[src/rtl/vpu_regif_pkg.sv]
package vpu_regif_pkg;
  localparam int VADDR_W = 14;
  localparam int PORT_W  = 3;

  localparam logic [PORT_W-1:0] PORT_CTRL = 3'd0;
  localparam logic [PORT_W-1:0] PORT_MASK = 3'd1;
  localparam logic [PORT_W-1:0] PORT_STAT = 3'd2;
  localparam logic [PORT_W-1:0] PORT_ADDR = 3'd6;
  localparam logic [PORT_W-1:0] PORT_DATA = 3'd7;

  localparam int CTRL_IRQ_EN_BIT = 7;
  localparam int CTRL_WIDE_BIT   = 2;
  localparam int MASK_SPR_BIT    = 4;
  localparam int MASK_BG_BIT     = 3;

  // Address step after a data-port access, wrapping at the address width.
  function automatic logic [VADDR_W-1:0] step_vaddr(logic [VADDR_W-1:0] a, logic wide);
    logic [VADDR_W-1:0] inc;
    inc = wide ? VADDR_W'(32) : VADDR_W'(1);
    return a + inc;
  endfunction

  // Status byte layout: three flags on top, low open-bus bits below.
  function automatic logic [7:0] pack_status(logic vbl, logic s0, logic ovf, logic [7:0] ob);
    return {vbl, s0, ovf, ob[4:0]};
  endfunction
endpackage

[src/rtl/vpu_cfg_regs.sv]
module vpu_cfg_regs
  import vpu_regif_pkg::*;
(
  input  logic              clk,
  input  logic              por_n,
  input  logic              rst_n,
  input  logic              wr_en,
  input  logic [PORT_W-1:0] addr,
  input  logic [7:0]        wdata,
  output logic [7:0]        ctrl_q,
  output logic [7:0]        mask_q,
  output logic [7:0]        ob_q,
  output logic              bus_active
);
  logic wr_ctrl, wr_mask;
  assign wr_ctrl = wr_en && (addr == PORT_CTRL);
  assign wr_mask = wr_en && (addr == PORT_MASK);

  always_ff @(posedge clk) begin
    if (!por_n || !rst_n) begin
      ctrl_q <= '0;
      mask_q <= '0;
      ob_q   <= '0;
    end else begin
      if (wr_en)   ob_q   <= wdata;
      if (wr_ctrl) ctrl_q <= wdata;
      if (wr_mask) mask_q <= wdata;
    end
  end

  assign bus_active = mask_q[MASK_SPR_BIT] | mask_q[MASK_BG_BIT];

  p_ctrl_load_r1: assert property (@(posedge clk) disable iff (!por_n || !rst_n)
    wr_ctrl |=> (ctrl_q == $past(wdata)));

  p_bus_follows_mask_r9: assert property (@(posedge clk) disable iff (!por_n || !rst_n)
    wr_mask |=> (bus_active == ($past(wdata[MASK_SPR_BIT]) || $past(wdata[MASK_BG_BIT]))));

  p_latch_on_write_r10: assert property (@(posedge clk) disable iff (!por_n || !rst_n)
    wr_en |=> (ob_q == $past(wdata)));
endmodule

[src/rtl/vpu_status_flags.sv]
module vpu_status_flags #(
  parameter int LINES_TO_CLEAR = 20,
  localparam int CNT_W = $clog2(LINES_TO_CLEAR + 1)
) (
  input  logic clk,
  input  logic por_n,
  input  logic vblank_start,
  input  logic line_end,
  input  logic spr0_hit,
  input  logic spr_ovf,
  input  logic stat_rd,
  output logic vbl,
  output logic s0,
  output logic ovf,
  output logic sched_clr
);
  logic             run;
  logic [CNT_W-1:0] cnt;
  logic             last_line;

  assign last_line = (cnt == CNT_W'(LINES_TO_CLEAR - 1));
  assign sched_clr = run && line_end && last_line && !vblank_start;

  always_ff @(posedge clk) begin
    if (!por_n) begin
      run <= 1'b0;
      cnt <= '0;
      vbl <= 1'b0;
      s0  <= 1'b0;
      ovf <= 1'b0;
    end else begin
      if (vblank_start) begin
        run <= 1'b1;
        cnt <= '0;
      end else if (run && line_end) begin
        if (last_line) run <= 1'b0;
        else           cnt <= cnt + 1'b1;
      end

      if (sched_clr) begin
        vbl <= 1'b0;
        s0  <= 1'b0;
        ovf <= 1'b0;
      end else begin
        if (vblank_start) vbl <= 1'b1;
        else if (stat_rd) vbl <= 1'b0;
        if (spr0_hit) s0  <= 1'b1;
        if (spr_ovf)  ovf <= 1'b1;
      end
    end
  end

  p_read_clears_r5: assert property (@(posedge clk) disable iff (!por_n)
    (stat_rd && !vblank_start) |=> !vbl);

  p_set_wins_r5: assert property (@(posedge clk) disable iff (!por_n)
    vblank_start |=> vbl);

  p_sticky_r6: assert property (@(posedge clk) disable iff (!por_n)
    (s0 && !sched_clr) |=> s0);

  p_sched_clear_r7: assert property (@(posedge clk) disable iff (!por_n)
    sched_clr |=> (!vbl && !s0 && !ovf));
endmodule

[src/rtl/vpu_vaddr_ctr.sv]
module vpu_vaddr_ctr
  import vpu_regif_pkg::*;
(
  input  logic               clk,
  input  logic               por_n,
  input  logic               rst_n,
  input  logic               wr_en,
  input  logic               rd_en,
  input  logic [PORT_W-1:0]  addr,
  input  logic [7:0]         wdata,
  input  logic               wide,
  input  logic               stat_rd,
  output logic [VADDR_W-1:0] vaddr
);
  logic second;
  logic data_acc;
  logic addr_wr;

  assign data_acc = (wr_en || rd_en) && (addr == PORT_DATA);
  assign addr_wr  = wr_en && (addr == PORT_ADDR);

  always_ff @(posedge clk) begin
    if (!por_n || !rst_n) begin
      vaddr  <= '0;
      second <= 1'b0;
    end else begin
      if (addr_wr) begin
        if (!second) vaddr[VADDR_W-1:8] <= wdata[VADDR_W-9:0];
        else         vaddr[7:0]         <= wdata;
        second <= !second;
      end else if (data_acc) begin
        vaddr <= step_vaddr(vaddr, wide);
      end
      if (stat_rd) second <= 1'b0;
    end
  end

  p_data_step_r3: assert property (@(posedge clk) disable iff (!por_n || !rst_n)
    (data_acc && !addr_wr) |=> (vaddr != $past(vaddr)));

  p_addr_hold_r3: assert property (@(posedge clk) disable iff (!por_n || !rst_n)
    (!data_acc && !addr_wr) |=> $stable(vaddr));

  p_low_load_r11: assert property (@(posedge clk) disable iff (!por_n || !rst_n)
    (addr_wr && second) |=> (vaddr[7:0] == $past(wdata)));
endmodule

[src/rtl/vpu_regif.sv]
module vpu_regif
  import vpu_regif_pkg::*;
#(
  parameter int LINES_TO_CLEAR = 20
) (
  input  logic               clk,
  input  logic               por_n,
  input  logic               rst_n,
  input  logic               cpu_wr_en,
  input  logic               cpu_rd_en,
  input  logic [PORT_W-1:0]  cpu_addr,
  input  logic [7:0]         cpu_wdata,
  output logic [7:0]         cpu_rdata,
  input  logic               vblank_start,
  input  logic               line_end,
  input  logic               spr0_hit,
  input  logic               spr_ovf,
  output logic [7:0]         ctrl_q,
  output logic [7:0]         mask_q,
  output logic               bus_active,
  output logic               irq,
  output logic [VADDR_W-1:0] video_addr
);
  logic [7:0] ob_q;
  logic       vbl, s0, ovf, sched_clr;
  logic       stat_sel, stat_rd;

  assign stat_sel = (cpu_addr == PORT_STAT);
  assign stat_rd  = cpu_rd_en && stat_sel;

  vpu_cfg_regs u_cfg (
    .clk(clk), .por_n(por_n), .rst_n(rst_n),
    .wr_en(cpu_wr_en), .addr(cpu_addr), .wdata(cpu_wdata),
    .ctrl_q(ctrl_q), .mask_q(mask_q), .ob_q(ob_q), .bus_active(bus_active)
  );

  vpu_status_flags #(.LINES_TO_CLEAR(LINES_TO_CLEAR)) u_flags (
    .clk(clk), .por_n(por_n),
    .vblank_start(vblank_start), .line_end(line_end),
    .spr0_hit(spr0_hit), .spr_ovf(spr_ovf), .stat_rd(stat_rd),
    .vbl(vbl), .s0(s0), .ovf(ovf), .sched_clr(sched_clr)
  );

  vpu_vaddr_ctr u_vaddr (
    .clk(clk), .por_n(por_n), .rst_n(rst_n),
    .wr_en(cpu_wr_en), .rd_en(cpu_rd_en), .addr(cpu_addr), .wdata(cpu_wdata),
    .wide(ctrl_q[CTRL_WIDE_BIT]), .stat_rd(stat_rd), .vaddr(video_addr)
  );

  assign irq       = vbl & ctrl_q[CTRL_IRQ_EN_BIT];
  assign cpu_rdata = stat_sel ? pack_status(vbl, s0, ovf, ob_q) : ob_q;

  p_irq_on_blank_r2: assert property (@(posedge clk) disable iff (!por_n || !rst_n)
    (vblank_start && ctrl_q[CTRL_IRQ_EN_BIT] && !(cpu_wr_en && cpu_addr == PORT_CTRL)) |=> irq);

  p_irq_drops_on_clear_r7: assert property (@(posedge clk) disable iff (!por_n || !rst_n)
    sched_clr |=> !irq);
endmodule

[config.mk]
export PLATFORM = sky130hd
export DESIGN_NAME = vpu_regif
export DESIGN_NICKNAME = d
export VERILOG_FILES = /design/src/rtl/vpu_regif_pkg.sv /design/src/rtl/vpu_cfg_regs.sv /design/src/rtl/vpu_status_flags.sv /design/src/rtl/vpu_vaddr_ctr.sv /design/src/rtl/vpu_regif.sv
export SDC_FILE = /design/constraint.sdc
export NUM_CORES = 1
export LEC_CHECK = 0
export BUFFER_PORTS_ARGS = -buffer_cell sky130_fd_sc_hd__buf_2
export CAP_MARGIN = 20
export CORE_MARGIN = 3
export CORE_UTILIZATION = 56
export DETAILED_ROUTE_END_ITERATION = 16
export MAX_ROUTING_LAYER = met4
export PLACE_DENSITY = 0.86
export SYNTH_ARGS = -nofsm -noshare
export SYNTH_HDL_FRONTEND = slang
export SYNTH_SLANG_ARGS = --single-unit
export TNS_END_PERCENT = 1
[constraint.sdc]
create_clock -name clk -period 3.96 [get_ports clk]
set_input_delay 0.198 -clock clk [delete_from_list [all_inputs] [get_ports clk]]
set_output_delay 0.198 -clock clk [all_outputs]
set_load 0.01 [all_outputs]
==> reports/summary.json, run 1 <==
{
  "global_route": {
    "gr-total-overflow": 0,
    "vias_in_the_first_global_route": 1984,
    "grt_start_max_net_pins": 28,
    "grt_pass1_wl_um": 9230,
    "grt_antenna_before_repair": 0,
    "grtUsageTotal": 0.235
  },
  "yosys": {
    "synth-edff-count": 0,
    "synth_compound_gate_area_share": 0.200,
    "mappedNetlistArea_mm2": 0.00231,
    "ys_dominant_reg_cell": "sky130_fd_sc_hd__dfxtp_1",
    "synthSimpleGateAreaFrac": 0.231,
    "share_of_synthesized_area_spent_on_multiplexers": 0.0537,
    "synth_top_area_share": 0.416,
    "synth-async-reset-ratio": 0,
    "netlist_top_cells_area": "sky130_fd_sc_hd__dfxtp_1, sky130_fd_sc_hd__nand2_1, sky130_fd_sc_hd__a21oi_1, sky130_fd_sc_hd__nor2_1, sky130_fd_sc_hd__mux2i_1",
    "syn-instance-count": 277,
    "ys_seq_area_frac": 0.416,
    "cell_taking_the_most_area_after_synthesis": "sky130_fd_sc_hd__dfxtp_1",
    "postSynthNetCount": 301,
    "postSynthRegisterBits": 48,
    "synth_area_per_cell_um2": 8.33,
    "synth_xor_area_frac": 0.0228,
    "combinational_family_with_the_most_area_after_synthesis": "simple AND/OR/NAND/NOR gates",
    "synth-adder-area-share": 0.0217,
    "yosys.cell_types.count": 50,
    "yosysWarningCount": 0
  },
  "timing": {
    "fin_tns_setup_ns": 0,
    "rsz0062_at_grt": "false",
    "max-slew-margin-rel": 0.562,
    "final.setup_skew_ns": 0.00268,
    "setup-violations-final": 0,
    "max_slew.worst_pin.slew_ns": 0.656,
    "min_period_over_period": 0.533,
    "worst_hold_slack_ns": 0.111,
    "final.min_clock_period_ns": 2.11,
    "timing_limited_maximum_frequency_mhz": 474,
    "final-hold-violation-count": 0,
    "timing_max_transition_violations_final": 0
  },
  "floorplan": {
    "die_w_um": 70.2,
    "ios": 60,
    "floorplan.core_area_mm2": 0.00383,
    "start_util": 0.603,
    "die_height_um": 70.2,
    "num_rows": 22,
    "die-area_mm2": 0.00493
  },
  "clock_network": {
    "cts_setup_buffers": 0,
    "tritoncts": "done",
    "cts_hold_repair.buffers": 0,
    "clk_root_buffer_cell": "sky130_fd_sc_hd__clkbuf_8",
    "clock_insertion_delay_worst_skew_ns": 0.29,
    "quantity_of_gates_resized_following_cts": 0,
    "cts-root-to-sink-buffers": 2,
    "cts.reportedPaths.clkPinSlew_ns": 0.08,
    "htreeDepth": 2,
    "tritoncts.num_buffers": 5,
    "cts_num_sinks": 48
  },
  "power": {
    "power.density_cell_area_mw_per_mm2": 341,
    "peakVddDrop_uv": 269,
    "cellLeakagePower_nw": 1.13
  },
  "route": {
    "remaining_drc_errors": 0,
    "drtPass1Iterations": 4,
    "detailedRoute.firstIterationViolations": 285,
    "finalWirelength_um": 5640,
    "final_antenna_net_count": 0,
    "route.vias.total": 2185,
    "avgViaCountPerCell": 5.87,
    "route.detailed.wl_per_inst_um": 15.1
  },
  "final_layout": {
    "layout-drive-gt1-share": 0.238,
    "nNetsFinal": 349,
    "antenna_cells_inserted": 0,
    "layout-area-overhead-vs-synth_pct": 16.1
  },
  "run_status": {
    "outcome": "finished clean"
  },
  "placed_design": {
    "detailed_place_hpwl_um": 4130,
    "buffer_ports.inserted": 59,
    "place.gp.congestion": 0.892
  },
  "critical_path": {
    "worst-endpoint-required_ns": 4.16,
    "worst-setup-path-type": "reg2reg",
    "critical_path.endpoint_type": "flop",
    "worstSetupStartpointType": "flop",
    "worstPathMaxFanout": 7,
    "critPathArrivalTime_ns": 2.31
  },
  "min_path": {
    "worst_hold_path_type": "in2reg"
  },
  "job": {
    "maxCapViolations": 0
  }
}
## power by group
part | total, W | internal, W | switching [W]
Combinational | 0.0000833 | 0.0000317 | 0.0000516
Sequential | 0.000496 | 0.000491 | 0.00000548
Clock | 0.000332 | 0.000181 | 0.000151
## cell type report
cell class	instances	area, µm²
inverter	4	15.0
clock buffer	5	68.8
timing repair buffer	60	323
sequential	48	961
clock inverter	1	30.0
tap	48	60.1
fill	302	1150
multi-input combinational	206	1220
## state kept, by name, indices dropped and copies added (netlist names)
register,cells
u_flags.s0,1
u_cfg.mask_q,8
u_flags.ovf,1
u_vaddr.second,1
u_cfg.ob_q,8
u_cfg.ctrl_q,8
u_flags.vbl,1
u_flags.cnt,5
u_vaddr.vaddr,14
u_flags.run,1
## worst paths after layout
check	startpoint	to	slack, ns	cells past startpoint
min	spr0_hit	u_flags.s0	0.11	3
max reg2reg	u_cfg.ctrl_q[2]	u_vaddr.vaddr[10]	1.85	8
min reg2reg	u_cfg.mask_q[0]	u_cfg.mask_q[0]	0.45	2
max	u_cfg.ctrl_q[2]	u_vaddr.vaddr[10]	1.85	8
## stage by stage
step	instance area, µm²	worst slack, ns	std cells	utilization	total power [W]
after floorplan	2310	2.20	277	-	0.000557
after global placement	2550	1.99	365	0.667	0.000584
after detailed placement	2580	1.95	366	0.674	0.000589
after CTS	2680	1.90	372	0.700	0.000914
after global routing	2680	1.71	372	0.700	0.000939
final	2680	1.85	372	0.700	0.000912
## cells in the final DEF (no fill, tap or decap), types with 4 or more instances in the layout
cell type / count
sky130_fd_sc_hd__a21oi_1: 26
sky130_fd_sc_hd__a31oi_1: 7
sky130_fd_sc_hd__buf_2: 59
sky130_fd_sc_hd__clkbuf_8: 5
sky130_fd_sc_hd__dfxtp_1: 48
sky130_fd_sc_hd__ha_1: 4
sky130_fd_sc_hd__mux2i_1: 9
sky130_fd_sc_hd__nand2_1: 51
sky130_fd_sc_hd__nand3_1: 8
sky130_fd_sc_hd__nor2_1: 32
sky130_fd_sc_hd__o21ai_0: 9
## critical path, stage by stage, from the launching register on
cell and delay, ns:
sky130_fd_sc_hd__dfxtp_1 0.35, sky130_fd_sc_hd__inv_1 0.07, sky130_fd_sc_hd__ha_1 0.20, sky130_fd_sc_hd__ha_1 0.23, sky130_fd_sc_hd__nand3_1 0.14, sky130_fd_sc_hd__o21ai_1 0.45
sky130_fd_sc_hd__a41o_1 0.25, sky130_fd_sc_hd__a21oi_1 0.07, sky130_fd_sc_hd__a311oi_1 0.26
## cell usage after synthesis (all sizes together) (3+ instances only)
library cell	number
and2	3
a311oi	3
ha	4
and3	4
nand3	8
a21oi	26
mux2	3
nand2	51
a31oi	7
xor2	3
buf	13
mux2i	9
inv	3
dfxtp	48
nand4	4
xnor2	3
o21ai	13
clkbuf	6
nor2	32
## cells by family after synthesis
family / Yosys count
mux: 12
fa+ha+maj: 4
flops: 48
xor+xnor: 6
compound gates: 68
buf+inv: 23
simple gates: 116
## routing by layer
layer	part of all wire	global-route usage	up-vias
met2	0.47	0.359	105
met4	0.017	0.0894	0
met3	0.090	0.0504	15
met1	0.42	0.306	991
met5	0	-	-
li1	-	-	1074
Power figures use the tool's default switching activity.
==> run 2, diff against run 1 <==
--- a/config.mk
+++ b/config.mk
@@ -5,13 +5,14 @@
 export SDC_FILE = /design/constraint.sdc
 export NUM_CORES = 1
 export LEC_CHECK = 0
+export ABC_AREA = 1
 export BUFFER_PORTS_ARGS = -buffer_cell sky130_fd_sc_hd__buf_2
 export CAP_MARGIN = 20
 export CORE_MARGIN = 3
-export CORE_UTILIZATION = 56
+export CORE_UTILIZATION = 52
 export DETAILED_ROUTE_END_ITERATION = 16
 export MAX_ROUTING_LAYER = met4
-export PLACE_DENSITY = 0.86
+export PLACE_DENSITY = 0.81
 export SYNTH_ARGS = -nofsm -noshare
 export SYNTH_HDL_FRONTEND = slang
 export SYNTH_SLANG_ARGS = --single-unit
==> constraint.sdc (replaced) <==
create_clock -name clk -period 2 [get_ports clk]
set_input_delay 0.1 -clock clk [delete_from_list [all_inputs] [get_ports clk]]
set_output_delay 0.1 -clock clk [all_outputs]
set_load 0.01 [all_outputs]
==> run 2 against run 1 <==
  * The flow now finishes with violations (hold timing)
  * Global-route usage down 2.3 points
  * Die area up 6.1%
  * First-iteration DRC count down 42%
  * Count of clock-buffer cells in the layout unchanged
  * Critical path depth up 3
  * Worst setup slack worse by 1.6 ns
  * Area after synthesis down 0.92%
  * Clock skew up 0.0075 ns
  * Fmax up 24%
  * Utilization down 4.5 points
  * Flip-flop and latch count unchanged
==> reports/summary.json, run 2 <==
{
  "critical_path": {
    "worstSetupStartpointType": "flop",
    "cp_slowest_cell": "sky130_fd_sc_hd__dfxtp_1",
    "regToRegEndpoint": "u_vaddr.vaddr[12]",
    "crit_path_cell_trace": "inv_1 -> ha_1 -> ha_1 -> nand2_1 -> nor2_1 -> nand2_1 -> nand2_1 -> nand2_1 -> o21bai_1 -> nand3_1 -> a21oi_1",
    "reg2reg_setup_slack_ns": 0.29,
    "critical_path.n_buffers_inverters": 1,
    "critical_path.endpoint_type": "flop",
    "r2r-start": "u_cfg.ctrl_q[2]",
    "timing.critical_path.slowest_cell_delay_ns": 0.33,
    "worst-setup-path-type": "reg2reg",
    "crit_path_frequent_cell": "sky130_fd_sc_hd__nand2_1",
    "worstPathMaxFanout": 4,
    "worst-endpoint-required_ns": 2.24,
    "rr_worst_depth": 11,
    "crit_family": "simple AND/OR/NAND/NOR gates",
    "critPathArrivalTime_ns": 1.95
  },
  "timing": {
    "setup-violations-final": 0,
    "max_slew.worst_pin.slew_ns": 0.569,
    "final.min_clock_period_ns": 1.71,
    "max-slew-margin-rel": 0.619,
    "min_period_over_period": 0.853,
    "timing_limited_maximum_frequency_mhz": 586,
    "worst_hold_slack_ns": -0.000868,
    "final-hold-violation-count": 1,
    "fin_tns_setup_ns": 0,
    "final.setup_skew_ns": 0.0102,
    "postLayoutSetupSlackWorst_ns": 0.294,
    "rsz0062_at_grt": "false",
    "timing_max_transition_violations_final": 0
  },
  "placed_design": {
    "place.gp.congestion": 0.876,
    "detailed_place_hpwl_um": 3970,
    "buffer_ports.inserted": 59,
    "place_worst_setup_slack_ns": 0.320
  },
  "route": {
    "final_antenna_net_count": 0,
    "route.detailed.wl_per_inst_um": 12.4,
    "dr_wl_met2_um": 2580,
    "finalWirelength_um": 5380,
    "route.vias.total": 2277,
    "met3WireLength_um": 408,
    "detail_route.wirelength.met1_um": 2330,
    "remaining_drc_errors": 0,
    "avgViaCountPerCell": 5.26,
    "detailedRoute.firstIterationViolations": 166,
    "drtPass1Iterations": 4,
    "highest_layer": "met4"
  },
  "min_path": {
    "whs_endpoint": "u_flags.ovf",
    "whs_path_depth": 3,
    "worst_hold_path_type": "in2reg",
    "timing.hold.worst.start": "spr_ovf"
  },
  "yosys": {
    "yosysWarningCount": 0,
    "netlist_top_cells_area": "sky130_fd_sc_hd__dfxtp_1, sky130_fd_sc_hd__nand2_1, sky130_fd_sc_hd__a21oi_1, sky130_fd_sc_hd__nor2_1, sky130_fd_sc_hd__o21ai_0",
    "postSynthNetCount": 351,
    "synth_area_per_cell_um2": 6.99,
    "cell_taking_the_most_area_after_synthesis": "sky130_fd_sc_hd__dfxtp_1",
    "syn-instance-count": 327,
    "postSynthRegisterBits": 48,
    "mappedNetlistArea_mm2": 0.00229,
    "ys_dominant_reg_cell": "sky130_fd_sc_hd__dfxtp_1",
    "synth-async-reset-ratio": 0,
    "synth-edff-count": 0,
    "ys_seq_area_frac": 0.420,
    "synth_top_area_share": 0.420,
    "ys_top_cells_by_count": "sky130_fd_sc_hd__nand2_1, sky130_fd_sc_hd__dfxtp_1, sky130_fd_sc_hd__nor2_1, sky130_fd_sc_hd__a21oi_1",
    "yosys.cell_types.count": 27,
    "yosysMostFrequentCell": "sky130_fd_sc_hd__nand2_1"
  },
  "floorplan": {
    "die_w_um": 72.3,
    "floorplan.core_area_mm2": 0.00412,
    "start_util": 0.555,
    "die-area_mm2": 0.00523,
    "ios": 60,
    "num_rows": 23,
    "die_height_um": 72.3
  },
  "global_route": {
    "grt_start_max_net_pins": 19,
    "grt_pass1_wl_um": 8550,
    "gr-total-overflow": 0,
    "grtUsageTotal": 0.212,
    "vias_in_the_first_global_route": 1932,
    "grt_antenna_before_repair": 0
  },
  "power": {
    "peakVddDrop_uv": 538,
    "cellLeakagePower_nw": 1.24,
    "finalPower_w": 0.00187,
    "power.density_cell_area_mw_per_mm2": 694
  },
  "run_status": {
    "outcome": "finished, violations left",
    "violations": "hold timing"
  },
  "clock_network": {
    "clock_insertion_delay_worst_skew_ns": 0.31,
    "cts_setup_buffers": 0,
    "cts.reportedPaths.clkPinSlew_ns": 0.09,
    "cts_num_sinks": 48,
    "cts-root-to-sink-buffers": 2,
    "cts_hold_repair.buffers": 0,
    "clk_root_buffer_cell": "sky130_fd_sc_hd__clkbuf_8",
    "tritoncts": "done",
    "tritoncts.num_buffers": 5,
    "htreeDepth": 2,
    "quantity_of_gates_resized_following_cts": 0
  },
  "final_layout": {
    "layout-area-overhead-vs-synth_pct": 17.8,
    "number_of_flip_flops_under_the_largest_register_name": 14,
    "layout.cells.most_common_list": "sky130_fd_sc_hd__nand2_1, sky130_fd_sc_hd__buf_2, sky130_fd_sc_hd__dfxtp_1, sky130_fd_sc_hd__nor2_1, sky130_fd_sc_hd__a21oi_1",
    "antenna_cells_inserted": 0,
    "layout-drive-gt1-share": 0.217,
    "mostFrequentLayoutCell": "sky130_fd_sc_hd__nand2_1",
    "nNetsFinal": 406,
    "regMostFlops": "u_vaddr.vaddr"
  },
  "job": {
    "maxCapViolations": 0
  }
}
run 2: changes by cell type after synthesis, sizes merged, moves of 9 or more:
cell   previous run  this run
nand2            51        74
o21ai            13        37
nor2             32        44
nand3             8        18
mux2i             9         0
inv               3        31
run 2: worst min-delay path: stages:
cell and delay (ns):
sky130_fd_sc_hd__buf_2 0.08, sky130_fd_sc_hd__nor2_1 0.03, sky130_fd_sc_hd__nor2_1 0.07
run 2: worst max-delay path by stage:
stage,startpoint,end,slack (ns),cells after the start
3_5_place_dp,u_cfg.ctrl_q[2],u_vaddr.vaddr[12],0.32,11
5_1_grt,u_cfg.ctrl_q[2],u_vaddr.vaddr[10],0.09,11
3_3_place_gp,u_cfg.ctrl_q[2],u_vaddr.vaddr[10],0.40,11
2_1_floorplan,u_vaddr.vaddr[0],u_vaddr.vaddr[10],0.46,10
6_report,u_cfg.ctrl_q[2],u_vaddr.vaddr[12],0.29,11
4_1_cts,u_cfg.ctrl_q[2],u_vaddr.vaddr[12],0.29,11
run 2: logic make-up after synthesis:
| logic type | count (synthesis) | share of synthesized area |
|---|---|---|
| AOI/OAI and AO/OA | 79 | 0.183 |
| xor gates and xnor gates | 2 | 0.00766 |
| and+or+nand+nor | 148 | 0.278 |
| DFF | 48 | 0.420 |
| adders and majority gates | 4 | 0.0219 |
| buffers and inverters | 46 | 0.0892 |
run 2: area by class of cell:
| cell class | count | area, µm² |
|---|---|---|
| Timing Repair Buffer | 62 | 318 |
| Multi-Input combinational cell | 233 | 1120 |
| Inverter | 32 | 120 |
| Sequential cell | 48 | 961 |
| Fill cell | 383 | 1420 |
| Clock buffer | 5 | 68.8 |
| Clock inverter | 3 | 42.5 |
| Tap cell | 50 | 62.6 |
run 2: power by group:
group / total, W / internal (W) / switching, W
Combinational: 0.000168 / 0.0000604 / 0.000107
Clock: 0.000708 / 0.000370 / 0.000338
Sequential: 0.000993 / 0.000977 / 0.0000156
Total: 0.00187 / 0.00141 / 0.000461
run 2: per-stage QoR:
stage               std cells  area, µm²   util
CTS                       433       2690  0.655
floorplan                 327       2290      -
detailed placement        425       2580  0.628
global placement          425       2580  0.628
global route              433       2690  0.655
finish                    433       2690  0.655
run 2: routing by layer:
metal / up-vias / track usage
li1: 1172 / -
met1: 1030 / 0.258
met2: 69 / 0.347
met3: 6 / 0.0512
met4: 0 / 0.0647
met5: - / -
